<file path="src/rtl/i2c_addr_match.sv">
module i2c_addr_match (
  input  logic       clk,
  input  logic       rst_n,
  input  logic       enable,
  input  logic       clr,
  input  logic       oa1_on,
  input  logic       oa1_ten,
  input  logic [9:0] oa1_addr,
  input  logic       oa2_on,
  input  logic [6:0] oa2_addr,
  input  logic [2:0] oa2_mask,
  input  logic       gcall_on,
  input  logic       first_vld,
  input  logic       next_vld,
  input  logic [7:0] rx_byte,
  output logic       matched,
  output logic       dir,
  output logic [6:0] code,
  output logic       ack,
  output logic       nack
);

  logic       s_oa1_on, s_oa1_ten, s_oa2_on, s_gc;
  logic [9:0] s_oa1;
  logic [6:0] s_oa2;
  logic [2:0] s_msk;
  logic       pend, ten_ok;
  logic [6:0] hdr_q;

  always_ff @(posedge clk or negedge rst_n) begin
    if (!rst_n) begin
      s_oa1_on  <= 1'b0;
      s_oa1_ten <= 1'b0;
      s_oa1     <= '0;
      s_oa2_on  <= 1'b0;
      s_oa2     <= '0;
      s_msk     <= '0;
      s_gc      <= 1'b0;
    end else if (!enable) begin
      s_oa1_on  <= oa1_on;
      s_oa1_ten <= oa1_ten;
      s_oa1     <= oa1_addr;
      s_oa2_on  <= oa2_on;
      s_oa2     <= oa2_addr;
      s_msk     <= oa2_mask;
      s_gc      <= gcall_on;
    end
  end

  wire [6:0] keep   = 7'h7F << s_msk;
  wire       is_hdr = s_oa1_on && s_oa1_ten && rx_byte[7:3] == 5'b11110
                      && rx_byte[2:1] == s_oa1[9:8];
  wire       hit1   = s_oa1_on && !s_oa1_ten && rx_byte[7:1] == s_oa1[7:1];
  wire       hit2   = s_oa2_on && ((rx_byte[7:1] ^ s_oa2) & keep) == 7'd0;
  wire       hitgc  = s_gc && rx_byte == 8'h00;
  wire       hit7   = hit1 || hit2 || hitgc;
  wire       low_ok = rx_byte == s_oa1[7:0];

  always_ff @(posedge clk or negedge rst_n) begin
    if (!rst_n) begin
      matched <= 1'b0;
      dir     <= 1'b0;
      code    <= '0;
      ack     <= 1'b0;
      nack    <= 1'b0;
      pend    <= 1'b0;
      ten_ok  <= 1'b0;
      hdr_q   <= '0;
    end else begin
      ack  <= 1'b0;
      nack <= 1'b0;
      if (clr) begin
        matched <= 1'b0;
        ten_ok  <= 1'b0;
      end
      if (!enable) begin
        pend <= 1'b0;
      end else if (first_vld) begin
        pend <= 1'b0;
        if (is_hdr) begin
          if (!rx_byte[0]) begin
            pend  <= 1'b1;
            hdr_q <= rx_byte[7:1];
            ack   <= 1'b1;
          end else if (ten_ok && !clr) begin
            matched <= 1'b1;
            dir     <= 1'b1;
            code    <= rx_byte[7:1];
            ack     <= 1'b1;
          end else begin
            nack <= 1'b1;
          end
        end else if (hit7) begin
          matched <= 1'b1;
          dir     <= rx_byte[0];
          code    <= rx_byte[7:1];
          ack     <= 1'b1;
        end else begin
          nack <= 1'b1;
        end
      end else if (next_vld && pend) begin
        pend <= 1'b0;
        if (low_ok) begin
          matched <= 1'b1;
          ten_ok  <= 1'b1;
          dir     <= 1'b0;
          code    <= hdr_q;
          ack     <= 1'b1;
        end else begin
          nack <= 1'b1;
        end
      end
    end
  end

endmodule

</file>
<file path="config.mk">
export PLATFORM = sky130hd
export DESIGN_NAME = i2c_addr_match
export DESIGN_NICKNAME = d
export VERILOG_FILES = /design/src/rtl/i2c_addr_match.sv
export SDC_FILE = /design/constraint.sdc
export NUM_CORES = 1
export LEC_CHECK = 0
export BUFFER_PORTS_ARGS = -buffer_cell sky130_fd_sc_hd__buf_2
export CAP_MARGIN = 20
export CORE_ASPECT_RATIO = 1.25
export CORE_MARGIN = 4
export CORE_UTILIZATION = 53
export CTS_CLUSTER_SIZE = 16
export DETAILED_ROUTE_END_ITERATION = 12
export PLACE_DENSITY = 0.81
export SETUP_SLACK_MARGIN = 0.2
export SYNTH_ARGS = -nofsm -noshare
export SYNTH_HDL_FRONTEND = slang
export SYNTH_SLANG_ARGS = --single-unit
export TNS_END_PERCENT = 10
</file>
<file path="constraint.sdc">
create_clock -name clk -period 2.9 [get_ports clk]
set_input_delay 0.29 -clock clk [delete_from_list [all_inputs] [get_ports clk]]
set_output_delay 0.29 -clock clk [all_outputs]
set_load 0.02 [all_outputs]
</file>
; ---- Word level (Yosys, flattened, before mapping)
; Index checks and enable logic that the tools add are counted.
[op_classes]
n_addsub = 0
mul = 0
n_div = 0
magnitude_cmp = 0
eq_ne = 8
shift = 1
muxes = 49
bitwise = 3
n_reduce_logical = 19
[ops]
columns = cell, count
row1 = 2-to-1 mux 7 bit, 7
row2 = 2-to-1 mux 1 bit, 42
row3 = logical AND 1 bit, 9
row4 = == test 8 bit, 1
row5 = zero test 8 bit, 1
row6 = AND 7 bit, 1
row7 = == test 7 bit, 1
row8 = zero test 7 bit, 1
row9 = "<< shifter 7 x 3 -> 7 bit, first input constant", 1
row10 = XOR 7 bit, 1
row11 = "inequality test 3 x 1 -> 1 bit, second input constant", 2
row12 = AND reduction 6 bit, 1
row13 = "== test 5 bit, second input constant", 1
row14 = AND reduction 4 bit, 1
row15 = nonzero test 2 bit, 2
row16 = "inequality test 3 x 2 -> 1 bit, second input constant", 1
row17 = "inequality test 3 bit, second input constant", 1
row18 = == test 2 bit, 1
row19 = zero test 1 bit, 2
row20 = logical OR 1 bit, 2
row21 = NOT 1 bit, 1
[word_totals]
ff_bits = 44
latch_bits = 0
ram_bits = 0
mem_bits_ro = 0
inputBits = 38
out_inout_bits = 11
n_memories = 0

; ---- Longest topological paths before layout
; Gate-level depths: netlist of run 1.
[depth]
depth_word = 10
ltp_mapped = 8
ltp_nobuf = 6

; ---- Worst setup path after synthesis of run 1
; OpenSTA, ideal clock, no wires.
[synth_path]
kind = in2reg
start = input port rx_byte[2]
end = register code[0]
setup_time_ps = 125
arrival_ps = 2080
t_required_ps = 2775
setup_slack_ps = 695
cell_stages = 8
path_buffers = 2
cell_sequence = buf_6 -> xor2_2 -> nor4_4 -> nand3b_1 -> a211oi_1 -> or4b_1 -> buf_6 -> mux2_4
[synth_between]
elab_chain_cells = 8
[synth_rtl]
columns = element, line
row1 = start: declaration, 15  ; input logic [7:0] rx_byte,
row2 = XOR 7 bit, 54  ; wire hit2 = s_oa2_on && ((rx_byte[7:1] ^ s_oa2) & keep) == 7'd0;
row3 = AND 7 bit, 54
row4 = zero test 7 bit, 54
row5 = logical AND 1 bit, 54
row6 = logical OR 1 bit (2 in series), 56  ; wire hit7 = hit1 || hit2 || hitgc;
row7 = inequality test 3 x 1 -> 1 bit (no line), --
row8 = AND reduction 6 bit (no line), --
row9 = end signal: assignment, 88  ; code <= rx_byte[7:1];
row10 = end signal: assignment, 96  ; code <= rx_byte[7:1];
row11 = end signal: assignment, 107  ; code <= hdr_q;
row12 = end: declaration, 18  ; output logic [6:0] code,
; Several ways; a longest one is shown, not always the timed one.
; A chain may end at the register's enable or synchronous reset.

; ---- Worst setup path after layout of run 1
[layout_path]
start = register s_oa2[2]
end = register code[4]
[layout_between]
elab_chain_cells = 8
[layout_rtl]
columns = element, line
row1 = start: declaration, 25  ; logic [6:0] s_oa2;
row2 = start signal: assignment, 44  ; s_oa2 <= oa2_addr;
row3 = XOR 7 bit, 54
row4 = AND 7 bit, 54
row5 = zero test 7 bit, 54
row6 = logical AND 1 bit, 54
row7 = logical OR 1 bit (2 in series), 56
row8 = inequality test 3 x 1 -> 1 bit (no line), --
row9 = AND reduction 6 bit (no line), --
; Every way passes these cells.

==> impl_metrics.env, run 1 <==
export IMPL_outcome="finished clean"
export IMPL_grt_antenna_before_repair=0
export IMPL_grt_pass1_vias=1504
export IMPL_synth_edf_count=0
export IMPL_final_seq_area_um2=1100
export IMPL_initial_core_util_pct=55.6
export IMPL_ys_flop_type="dfrtp_1"
export IMPL_worstPathArrival_ns=2.63
export IMPL_synth_area_um2=2120
export IMPL_slowest_stage="or4b_1"
export IMPL_drive_gt1_share_pct=48.3
export IMPL_drt_first_pass_iters=4
export IMPL_synth_seq_cells=44
export IMPL_core_area_um2=3820
export IMPL_grt_setup_unrepaired="false"
export IMPL_fp_row_count=25
export IMPL_root_buffer="clkbuf_8"
export IMPL_reg2reg_from="s_oa2[2]$_DFFE_PN0N_"
export IMPL_clock_sinks=44
export IMPL_clkTransAtPathRegs_ns=0.08
export IMPL_place_ws_ns=0.361
export IMPL_num_vias=1400
export IMPL_slew_headroom_pct=38.3
export IMPL_power_density_nw_per_um2=548
export IMPL_fin_crit_ns=2.45
export IMPL_fill_cells=336
export IMPL_clock_skew_ns=0.00527
export IMPL_drv_slew=0
export IMPL_dieArea_um2=5080
export IMPL_r2r_setup_slack_ns=0.45
export IMPL_worst_slew_pin_slew_ns=0.926
export IMPL_hold_viol=0
export IMPL_syn2layout_area_growth_pct=16.5
export IMPL_gp_congestion=0.870
export IMPL_clock_latency_ns=0.30
export IMPL_synthDistinctLibCells=37
export IMPL_timing_critical_path_from="s_oa2[2]$_DFFE_PN0N_"
export IMPL_crit_type="register to register"
export IMPL_finalSetupViolations=0
export IMPL_portBuffers=48
export IMPL_timing_final_crit_share_pct=84.5
export IMPL_multi_input_area_um2=945
export IMPL_max_freq_ghz=0.408
export IMPL_cts_buffers=5
export IMPL_r2r_cells=6
export IMPL_antennaDiodeCount=0
export IMPL_postSynth_asyncResetShare_pct=100
export IMPL_hpwl_um=3050
export IMPL_routed_wl_um=4040
export IMPL_grt_pass1_wl_um=6980
export IMPL_synthCells=160
export IMPL_fin_hold_ws_ns=0.128
export IMPL_final_cells=263
export IMPL_grt_usage_pct=18.1
export IMPL_path_depth=6
export IMPL_critical_path_max_fanout=9
export IMPL_yosysWarnings=0
export IMPL_cp_top_family="simple AND/OR/NAND/NOR gates"
export IMPL_syn_num_nets=198
export IMPL_cp_end_kind="register"
export IMPL_die_height_um=78.7
export IMPL_path_cells="xnor2_1 > a21oi_1 > o41ai_1 > a211oi_1 > or4b_1 > mux2_4"
export IMPL_cts_tree="yes"
export IMPL_ant_nets=0
export IMPL_max_vdd_ir_drop_v=0.000291
export IMPL_grt_overflow=0
export IMPL_cts_setup_buffers=0
export IMPL_max_stage_delay_ns=0.79
export IMPL_syn_avg_cell_area_um2=13.3
export IMPL_grt_start_max_net_pins=45
export IMPL_crit_end="code[4]$_DFFE_PN0P_"
export IMPL_ys_seq_area_share_pct=51.9
export IMPL_fin_nets=246
export IMPL_crit_required_ns=3.08
export IMPL_drc=0
export IMPL_leakage_nw=1.20
export IMPL_cts_resized=0
export IMPL_worst_path_buf_inv=0
export IMPL_drt_initial_drc_count=66
export IMPL_start_kind="register"
export IMPL_cts_hold_buf=0
export IMPL_r2r_end="code[4]$_DFFE_PN0P_"
export IMPL_cts_path_max_buffers=2
export IMPL_wl_per_cell_um=15.4
export IMPL_tns_ns=0
export IMPL_htree_levels=2
export IMPL_setup_ws_ns=0.450
export IMPL_via_per_inst=5.32
export IMPL_maxCapViolCount=0
export IMPL_placed_cells=255
export IMPL_die_w_um=64.6
export IMPL_num_io_pins=49
export IMPL_hold_class="input pin to async pin"
sequential cells by signal (all words and copies together), names as in the netlist, 3 cells and up:
register	cells
s_oa1	10
code	7
hdr_q	7
s_oa2	7
s_msk	3
worst min path at each step:
stage                              start  slack, ns  cells past startpoint                   end
detailed placement  hdr_q[5]$_DFFE_PN0P_       0.45                      1  hdr_q[5]$_DFFE_PN0P_
global route                       rst_n       0.21                      1  s_oa1[3]$_DFFE_PN0N_
floorplan                          rst_n     -0.006                      0         ack$_DFF_PN0_
CTS                                rst_n       0.17                      1  s_oa1[3]$_DFFE_PN0N_
global placement    hdr_q[5]$_DFFE_PN0P_       0.45                      1  hdr_q[5]$_DFFE_PN0P_
finish                             rst_n       0.13                      1  s_oa1[3]$_DFFE_PN0N_
Yosys cell counts, drive strengths merged, types with 3 or more instances:
library cell / number / area (um2)
nand2: 3 / 11.3
clkbuf: 5 / 28.8
mux2: 40 / 477
dfrtp: 44 / 1100
nand2b: 5 / 31.3
buf: 3 / 27.5
xnor2: 6 / 52.6
xor2: 11 / 104
inv: 5 / 18.8
nor3: 5 / 25.0
o21ai: 3 / 15.0
nor2: 3 / 11.3
nor4: 4 / 40.0
metrics by stage:
stage	total power [mW]	area, um2	util, %
finish	1.35	2470	64.7
global route	1.43	2470	64.7
CTS	1.37	2470	64.7
detailed placement	0.985	2380	62.4
global placement	0.977	2380	62.4
floorplan	0.891	2120	-
routing by layer:
metal	share of wire, %	track usage [%]	vias up
met3	5.1	4.10	14
met5	0	0	-
li1	-	-	661
met2	49	28.2	46
met4	3.6	11.6	0
met1	43	22.6	679
worst register-to-register path, stage by stage (launching register included):
cell      delay, ns
dfrtp_1        0.41
xnor2_1        0.14
a21oi_1        0.06
o41ai_1        0.39
a211oi_1       0.17
or4b_1         0.79
mux2_4         0.38
placed cells by master, fill, tap and decap left out, types with 2 or more instances in the layout:
| master | count |
|---|---|
| dfrtp_1 | 44 |
| clkbuf_1 | 2 |
| xnor2_1 | 6 |
| xor2_1 | 10 |
| nand2_1 | 3 |
| inv_1 | 5 |
| mux2_2 | 33 |
| nand2b_1 | 5 |
| mux2_4 | 7 |
| buf_2 | 48 |
| nor3_1 | 5 |
| nor2b_1 | 2 |
| nand4_1 | 2 |
| a31oi_1 | 2 |
| nor2_1 | 3 |
| clkbuf_8 | 6 |
| a21oi_1 | 2 |
| nor4_1 | 3 |
| o21ai_0 | 3 |
kinds of logic (layout without fill, tap and decap cells):
group,after synthesis,in the layout,synth area share (%)
AOI/OAI and AO/OA,13,13,4.54
xor gates and xnor gates,17,17,7.37
buffers and inverters,13,62,3.54
DFF,44,44,51.9
muxes,41,41,23.0
and+or+nand+nor,32,32,9.68
power by group:
group          internal, mW  switching [mW]  total [mW]
Sequential            0.674          0.0420       0.716
Clock                 0.194           0.189       0.383
Combinational         0.129           0.125       0.254
Total                 0.997           0.357        1.35
layout make-up:
type,count,share of cell area (%)
Timing Repair Buffer,49,10.0
Multi-Input combinational cell,103,38.2
Inverter,5,0.760
Clock buffer,8,3.65
Tap cell,54,2.74
Sequential cell,44,44.6
(Power assumes the default switching activity.)
==> inputs of run 2 (changes only) <==
Settings changed: ABC_AREA set to 1, CORE_UTILIZATION 53 to 54.
Clock period 2.9 ns to 2.42 ns, I/O delays scaled along.
==> run 2 against run 1 <==
Against the previous run:
- area after synthesis up 13%
- via count grew 46%
- flip-flop and latch count stayed put
- critical path depth increased by 2
- die area increased by 9.5%
- critical endpoint is now code[5]$_DFFE_PN0P_
- largest cell class unchanged
- highest routed layer unchanged
==> impl_metrics.env, run 2 <==
export IMPL_outcome="finished clean"
export IMPL_die_height_um=82.4
export IMPL_synth_edf_count=0
export IMPL_synth_top_cell_area_share_pct=46.0
export IMPL_ys_seq_area_share_pct=46.0
export IMPL_portBuffers=48
export IMPL_num_vias=2048
export IMPL_cts_setup_buffers=0
export IMPL_yosys_top_cells_area="dfrtp_1, nand2_1, o21ai_0, inv_1, nand4_1"
export IMPL_regMostFlops="s_oa1"
export IMPL_ant_nets=0
export IMPL_synthTopCellsByCount="nand2_1, dfrtp_1, inv_1, o21ai_0, nand4_1"
export IMPL_drv_slew=0
export IMPL_wl_per_cell_um=12.4
export IMPL_cts_buffers=5
export IMPL_drt_initial_drc_count=99
export IMPL_fin_crit_ns=1.51
export IMPL_num_io_pins=49
export IMPL_timing_final_crit_share_pct=62.6
export IMPL_drive_gt1_share_pct=24.8
export IMPL_htree_levels=2
export IMPL_layout_commonest_cell="nand2_1"
export IMPL_grt_usage_pct=21.1
export IMPL_reg2reg_from="s_oa1[3]$_DFFE_PN0N_"
export IMPL_placed_cells=404
export IMPL_syn_num_nets=347
export IMPL_grt_pass1_wl_um=8780
export IMPL_synthDistinctLibCells=30
export IMPL_worst_slew_pin_slew_ns=0.939
export IMPL_start_kind="register"
export IMPL_max_vdd_ir_drop_v=0.000385
export IMPL_clkTransAtPathRegs_ns=0.08
export IMPL_yosys_area_top_type="dfrtp_1"
export IMPL_grt_pass1_vias=2043
export IMPL_syn_avg_cell_area_um2=7.74
export IMPL_cts_tree="yes"
export IMPL_final_cells=411
export IMPL_synthCells=309
export IMPL_initial_core_util_pct=57.0
export IMPL_antennaDiodeCount=0
export IMPL_hpwl_um=3990
export IMPL_clock_skew_ns=0.00526
export IMPL_yosysWarnings=0
export IMPL_die_w_um=67.5
export IMPL_postSynth_asyncResetShare_pct=100
export IMPL_cp_end_kind="register"
export IMPL_r2r_end="code[5]$_DFFE_PN0P_"
export IMPL_leakage_nw=1.46
export IMPL_clock_sinks=44
export IMPL_dieArea_um2=5570
export IMPL_fin_hold_ws_ns=0.0824
export IMPL_grt_start_max_net_pins=46
export IMPL_grt_setup_unrepaired="false"
export IMPL_r2r_cells=8
export IMPL_drt_first_pass_iters=4
export IMPL_gp_congestion=0.939
export IMPL_maxCapViolCount=0
export IMPL_cts_resized=0
export IMPL_crit_required_ns=2.61
export IMPL_cts_hold_buf=0
export IMPL_drc=0
export IMPL_root_buffer="clkbuf_8"
export IMPL_syn2layout_area_growth_pct=14.2
export IMPL_grt_antenna_before_repair=0
export IMPL_power_total_mw=1.59
export IMPL_routed_wl_um=5110
export IMPL_synth_area_um2=2390
export IMPL_tns_ns=0
export IMPL_worstPathArrival_ns=1.71
export IMPL_fin_nets=393
export IMPL_synth_seq_cells=44
export IMPL_via_per_inst=4.98
export IMPL_cts_path_max_buffers=2
export IMPL_hold_viol=0
export IMPL_power_density_nw_per_um2=583
export IMPL_fp_row_count=26
export IMPL_core_area_um2=4200
export IMPL_hold_class="input pin to async pin"
export IMPL_slew_headroom_pct=37.4
export IMPL_clock_latency_ns=0.30
export IMPL_crit_type="register to register"
export IMPL_ys_flop_type="dfrtp_1"
export IMPL_grt_overflow=0
export IMPL_finalSetupViolations=0
export IMPL_yosysMostFrequentCell="nand2_1"
export IMPL_critical_path_max_fanout=10
export IMPL_final_cell_mix="nand2_1, buf_2, dfrtp_1, inv_1, o21ai_0"
export IMPL_r2r_setup_slack_ns=0.91
export IMPL_largest_register_ffs=10
export IMPL_max_freq_ghz=0.660
-- run 2: cell types whose count changed after synthesis, moves of 6 or more --
cell     previous run  this run
mux2_4              7         0
nand2_2             0         6
inv_1               5        32
nand4_1             2        12
xor2_1             10         0
mux2_2             33         0
nand3_1             1        10
nand2_1             3       123
o21ai_0             3        24
-- run 2: worst max-delay path by stage --
stage,slack (ns),end,startpoint
final,0.91,code[5]$_DFFE_PN0P_,s_oa1[3]$_DFFE_PN0N_
after global routing,0.76,hdr_q[0]$_DFFE_PN0P_,s_oa1[9]$_DFFE_PN0N_
after CTS,0.89,dir$_DFFE_PN0P_,s_oa1[3]$_DFFE_PN0N_
after detailed placement,0.88,code[5]$_DFFE_PN0P_,rx_byte[3]
after global placement,0.92,code[2]$_DFFE_PN0P_,rx_byte[3]
after floorplan,1.10,code[0]$_DFFE_PN0P_,s_oa1[8]$_DFFE_PN0N_
-- run 2: metrics by stage --
stage	util, %	area, um2	setup slack, ns
2_1_floorplan	-	2390	1.10
3_3_place_gp	63.2	2650	0.918
3_5_place_dp	63.2	2650	0.876
4_1_cts	65.1	2730	0.888
5_1_grt	65.1	2730	0.759
6_report	65.1	2730	0.906
-- run 2: cells by family after synthesis --
family / count (synthesis) / share of synthesized area, %
buffers and inverters: 48 / 8.47
xor gates and xnor gates: 4 / 1.46
and+or+nand+nor: 180 / 36.3
DFF: 44 / 46.0
AOI/OAI and AO/OA: 33 / 7.69
-- run 2: cell type report --
| type | count | area, um2 |
|---|---|---|
| Multi-Input combinational cell | 217 | 1090 |
| Clock buffer | 6 | 72.6 |
| Tap cell | 56 | 70.1 |
| Timing Repair Buffer | 48 | 240 |
| Fill cell | 363 | 1470 |
| Inverter | 39 | 154 |
| Clock inverter | 1 | 5.00 |
| Sequential cell | 44 | 1100 |
-- run 2: report_power, final --
part | switching (mW) | total [mW] | internal [mW] | leakage [nW]
logic | 0.208 | 0.320 | 0.112 | 0.890
clock network | 0.239 | 0.435 | 0.196 | 0.0410
registers | 0.0390 | 0.836 | 0.797 | 0.531
-- run 2: metal layers --
layer / GRT usage (%) / routed length, um
met1: 25.0 / 2090
met2: 36.1 / 2580
met3: 4.47 / 309
met4: 9.74 / 124
met5: 0 / 0
-- run 2: worst max-delay path, stage by stage (launching register included) --
cell     delay (ns)
dfrtp_1        0.40
xnor2_1        0.22
nand2_1        0.13
nor2_4         0.13
nand3_2        0.09
nand2_4        0.14
nand3_4        0.14
nand2_1        0.10
nand2_1        0.05
==> inputs of run 3 (changes only) <==
Clock period 2.42 ns to 1.6 ns, I/O delays scaled along.
==> run 3 against run 2 <==
Against the previous run:
- maximum frequency is 3.6% higher
- sequential share of layout area shrank 4.2 points
- routed wire length is 12% higher
- clock power rose by 110%
- count of clock-buffer cells in the layout up 1
- worst setup slack got worse by 0.77 ns
- via count up 7.6%
- sequential power up 52%
- worst hold slack lost 0.033 ns
- flip-flop and latch count unchanged
- critical path type unchanged
- largest power group unchanged
==> impl_metrics.env, run 3 (synthesis gave the netlist of run 2 again) <==
export IMPL_drv_slew=0
export IMPL_hpwl_um=3830
export IMPL_grt_pass1_vias=2015
export IMPL_slew_headroom_pct=63.2
export IMPL_max_vdd_ir_drop_v=0.000698
export IMPL_wl_per_cell_um=13.3
export IMPL_dieArea_um2=5570
export IMPL_cts_path_max_buffers=2
export IMPL_grt_usage_pct=21.6
export IMPL_fp_row_count=26
export IMPL_crit_required_ns=1.79
export IMPL_power_density_nw_per_um2=910
export IMPL_leakage_nw=1.60
export IMPL_clock_skew_ns=0.00607
export IMPL_timing_critical_path_from="s_oa1_ten$_DFFE_PN0N_"
export IMPL_grt_antenna_before_repair=0
export IMPL_crit_end="code[2]$_DFFE_PN0P_"
export IMPL_cp_end_kind="register"
export IMPL_grt_start_max_net_pins=45
export IMPL_r2r_setup_slack_ns=0.14
export IMPL_antennaDiodeCount=0
export IMPL_portBuffers=48
export IMPL_worstPathArrival_ns=1.65
export IMPL_drt_initial_drc_count=140
export IMPL_fin_nets=410
export IMPL_via_per_inst=5.14
export IMPL_clkTransAtPathRegs_ns=0.08
export IMPL_layout_commonest_cell="nand2_1"
export IMPL_gp_congestion=0.893
export IMPL_initial_core_util_pct=57.0
export IMPL_regMostFlops="s_oa1"
export IMPL_r2r_end="code[2]$_DFFE_PN0P_"
export IMPL_drt_first_pass_iters=5
export IMPL_num_io_pins=49
export IMPL_r2r_cells=11
export IMPL_finalSetupViolations=0
export IMPL_start_kind="register"
export IMPL_max_freq_ghz=0.684
export IMPL_crit_type="register to register"
export IMPL_clock_latency_ns=0.30
export IMPL_cts_buffers=5
export IMPL_maxCapViolCount=0
export IMPL_critical_path_max_fanout=7
export IMPL_worst_slew_pin_slew_ns=0.553
export IMPL_grt_setup_unrepaired="true"
export IMPL_drc=0
export IMPL_final_cell_mix="nand2_1, buf_2, dfrtp_1, inv_1, o21ai_0"
export IMPL_core_area_um2=4200
export IMPL_fin_crit_ns=1.46
export IMPL_root_buffer="clkbuf_8"
export IMPL_die_w_um=67.5
export IMPL_power_total_mw=2.78
export IMPL_hold_viol=0
export IMPL_routed_wl_um=5710
export IMPL_hold_class="input pin to register"
export IMPL_grt_pass1_wl_um=8960
export IMPL_drive_gt1_share_pct=36.2
export IMPL_syn2layout_area_growth_pct=27.6
export IMPL_grt_overflow=0
export IMPL_cts_tree="yes"
export IMPL_num_vias=2204
export IMPL_htree_levels=2
export IMPL_outcome="finished clean"
export IMPL_largest_register_ffs=10
export IMPL_die_height_um=82.4
export IMPL_tns_ns=0
export IMPL_ant_nets=0
export IMPL_timing_final_crit_share_pct=91.4
export IMPL_reg2reg_from="s_oa1_ten$_DFFE_PN0N_"
export IMPL_clock_sinks=44
[run 3: timing repair]
item,4_1_cts,5_1_grt
setup buffers,5,7
gates resized for setup,5,30
pin swaps,10,20
gates cloned,2,0
hold buffers,1,0
endpoints found under the hold margin,44,0
endpoints found under the setup margin,12,18
[run 3: report_power, final]
group	switching, mW	internal (mW)	leakage (nW)	total, mW
clock network	0.375	0.551	0.0645	0.926
logic	0.360	0.224	1.01	0.584
registers	0.0634	1.21	0.529	1.27
[run 3: area by class of cell]
type                            count  area, um2
Timing Repair Buffer               63        384
Sequential cell                    44       1100
Clock inverter                      1       30.0
Fill cell                         304       1140
Inverter                           39        154
Tap cell                           56       70.1
Clock buffer                        7       96.3
Multi-Input combinational cell    219       1210
[run 3: critical path, cell delays in order, from the launching register on]
cell     delay [ns]
dfrtp_1        0.36
inv_1          0.06
nor2_1         0.13
nand2_2        0.09
nor2_4         0.11
nand2_4        0.08
nand2_4        0.07
nor2_4         0.05
nand3_4        0.14
nand3_4        0.12
nand2_2        0.10
nand2_2        0.04
[run 3: per-layer routing]
metal	track usage, %	up-vias	wire [um]	share of wire (%)
met4	10.1	0	185	3.2
met1	26.9	1022	2300	40
met2	35.6	64	2920	51
met5	0	-	0	0
met3	4.47	17	302	5.3
li1	-	1101	-	-
[run 3: how the worst min path moves through the flow]
stage / start / end / slack (ns) / cells past startpoint
finish: oa1_addr[7] / s_oa1[7]$_DFFE_PN0N_ / 0.05 / 3
global route: oa1_addr[3] / s_oa1[3]$_DFFE_PN0N_ / 0.05 / 3
CTS: oa1_addr[7] / s_oa1[7]$_DFFE_PN0N_ / 0.04 / 3
detailed placement: rst_n / code[3]$_DFFE_PN0P_ / 0.27 / 2
global placement: rst_n / code[0]$_DFFE_PN0P_ / 0.26 / 2
floorplan: rst_n / ack$_DFF_PN0_ / -0.14 / 0
[run 3: stage by stage]
step	setup slack, ns	utilization (%)	instances	hold WS [ns]	area (um2)
floorplan	0.282	-	309	-0.136	2390
global placement	0.153	63.6	406	0.265	2670
detailed placement	0.107	63.6	406	0.273	2670
CTS	0.153	69.1	422	0.0442	2900
global route	0.0124	72.7	429	0.0501	3050
finish	0.138	72.7	429	0.0499	3050
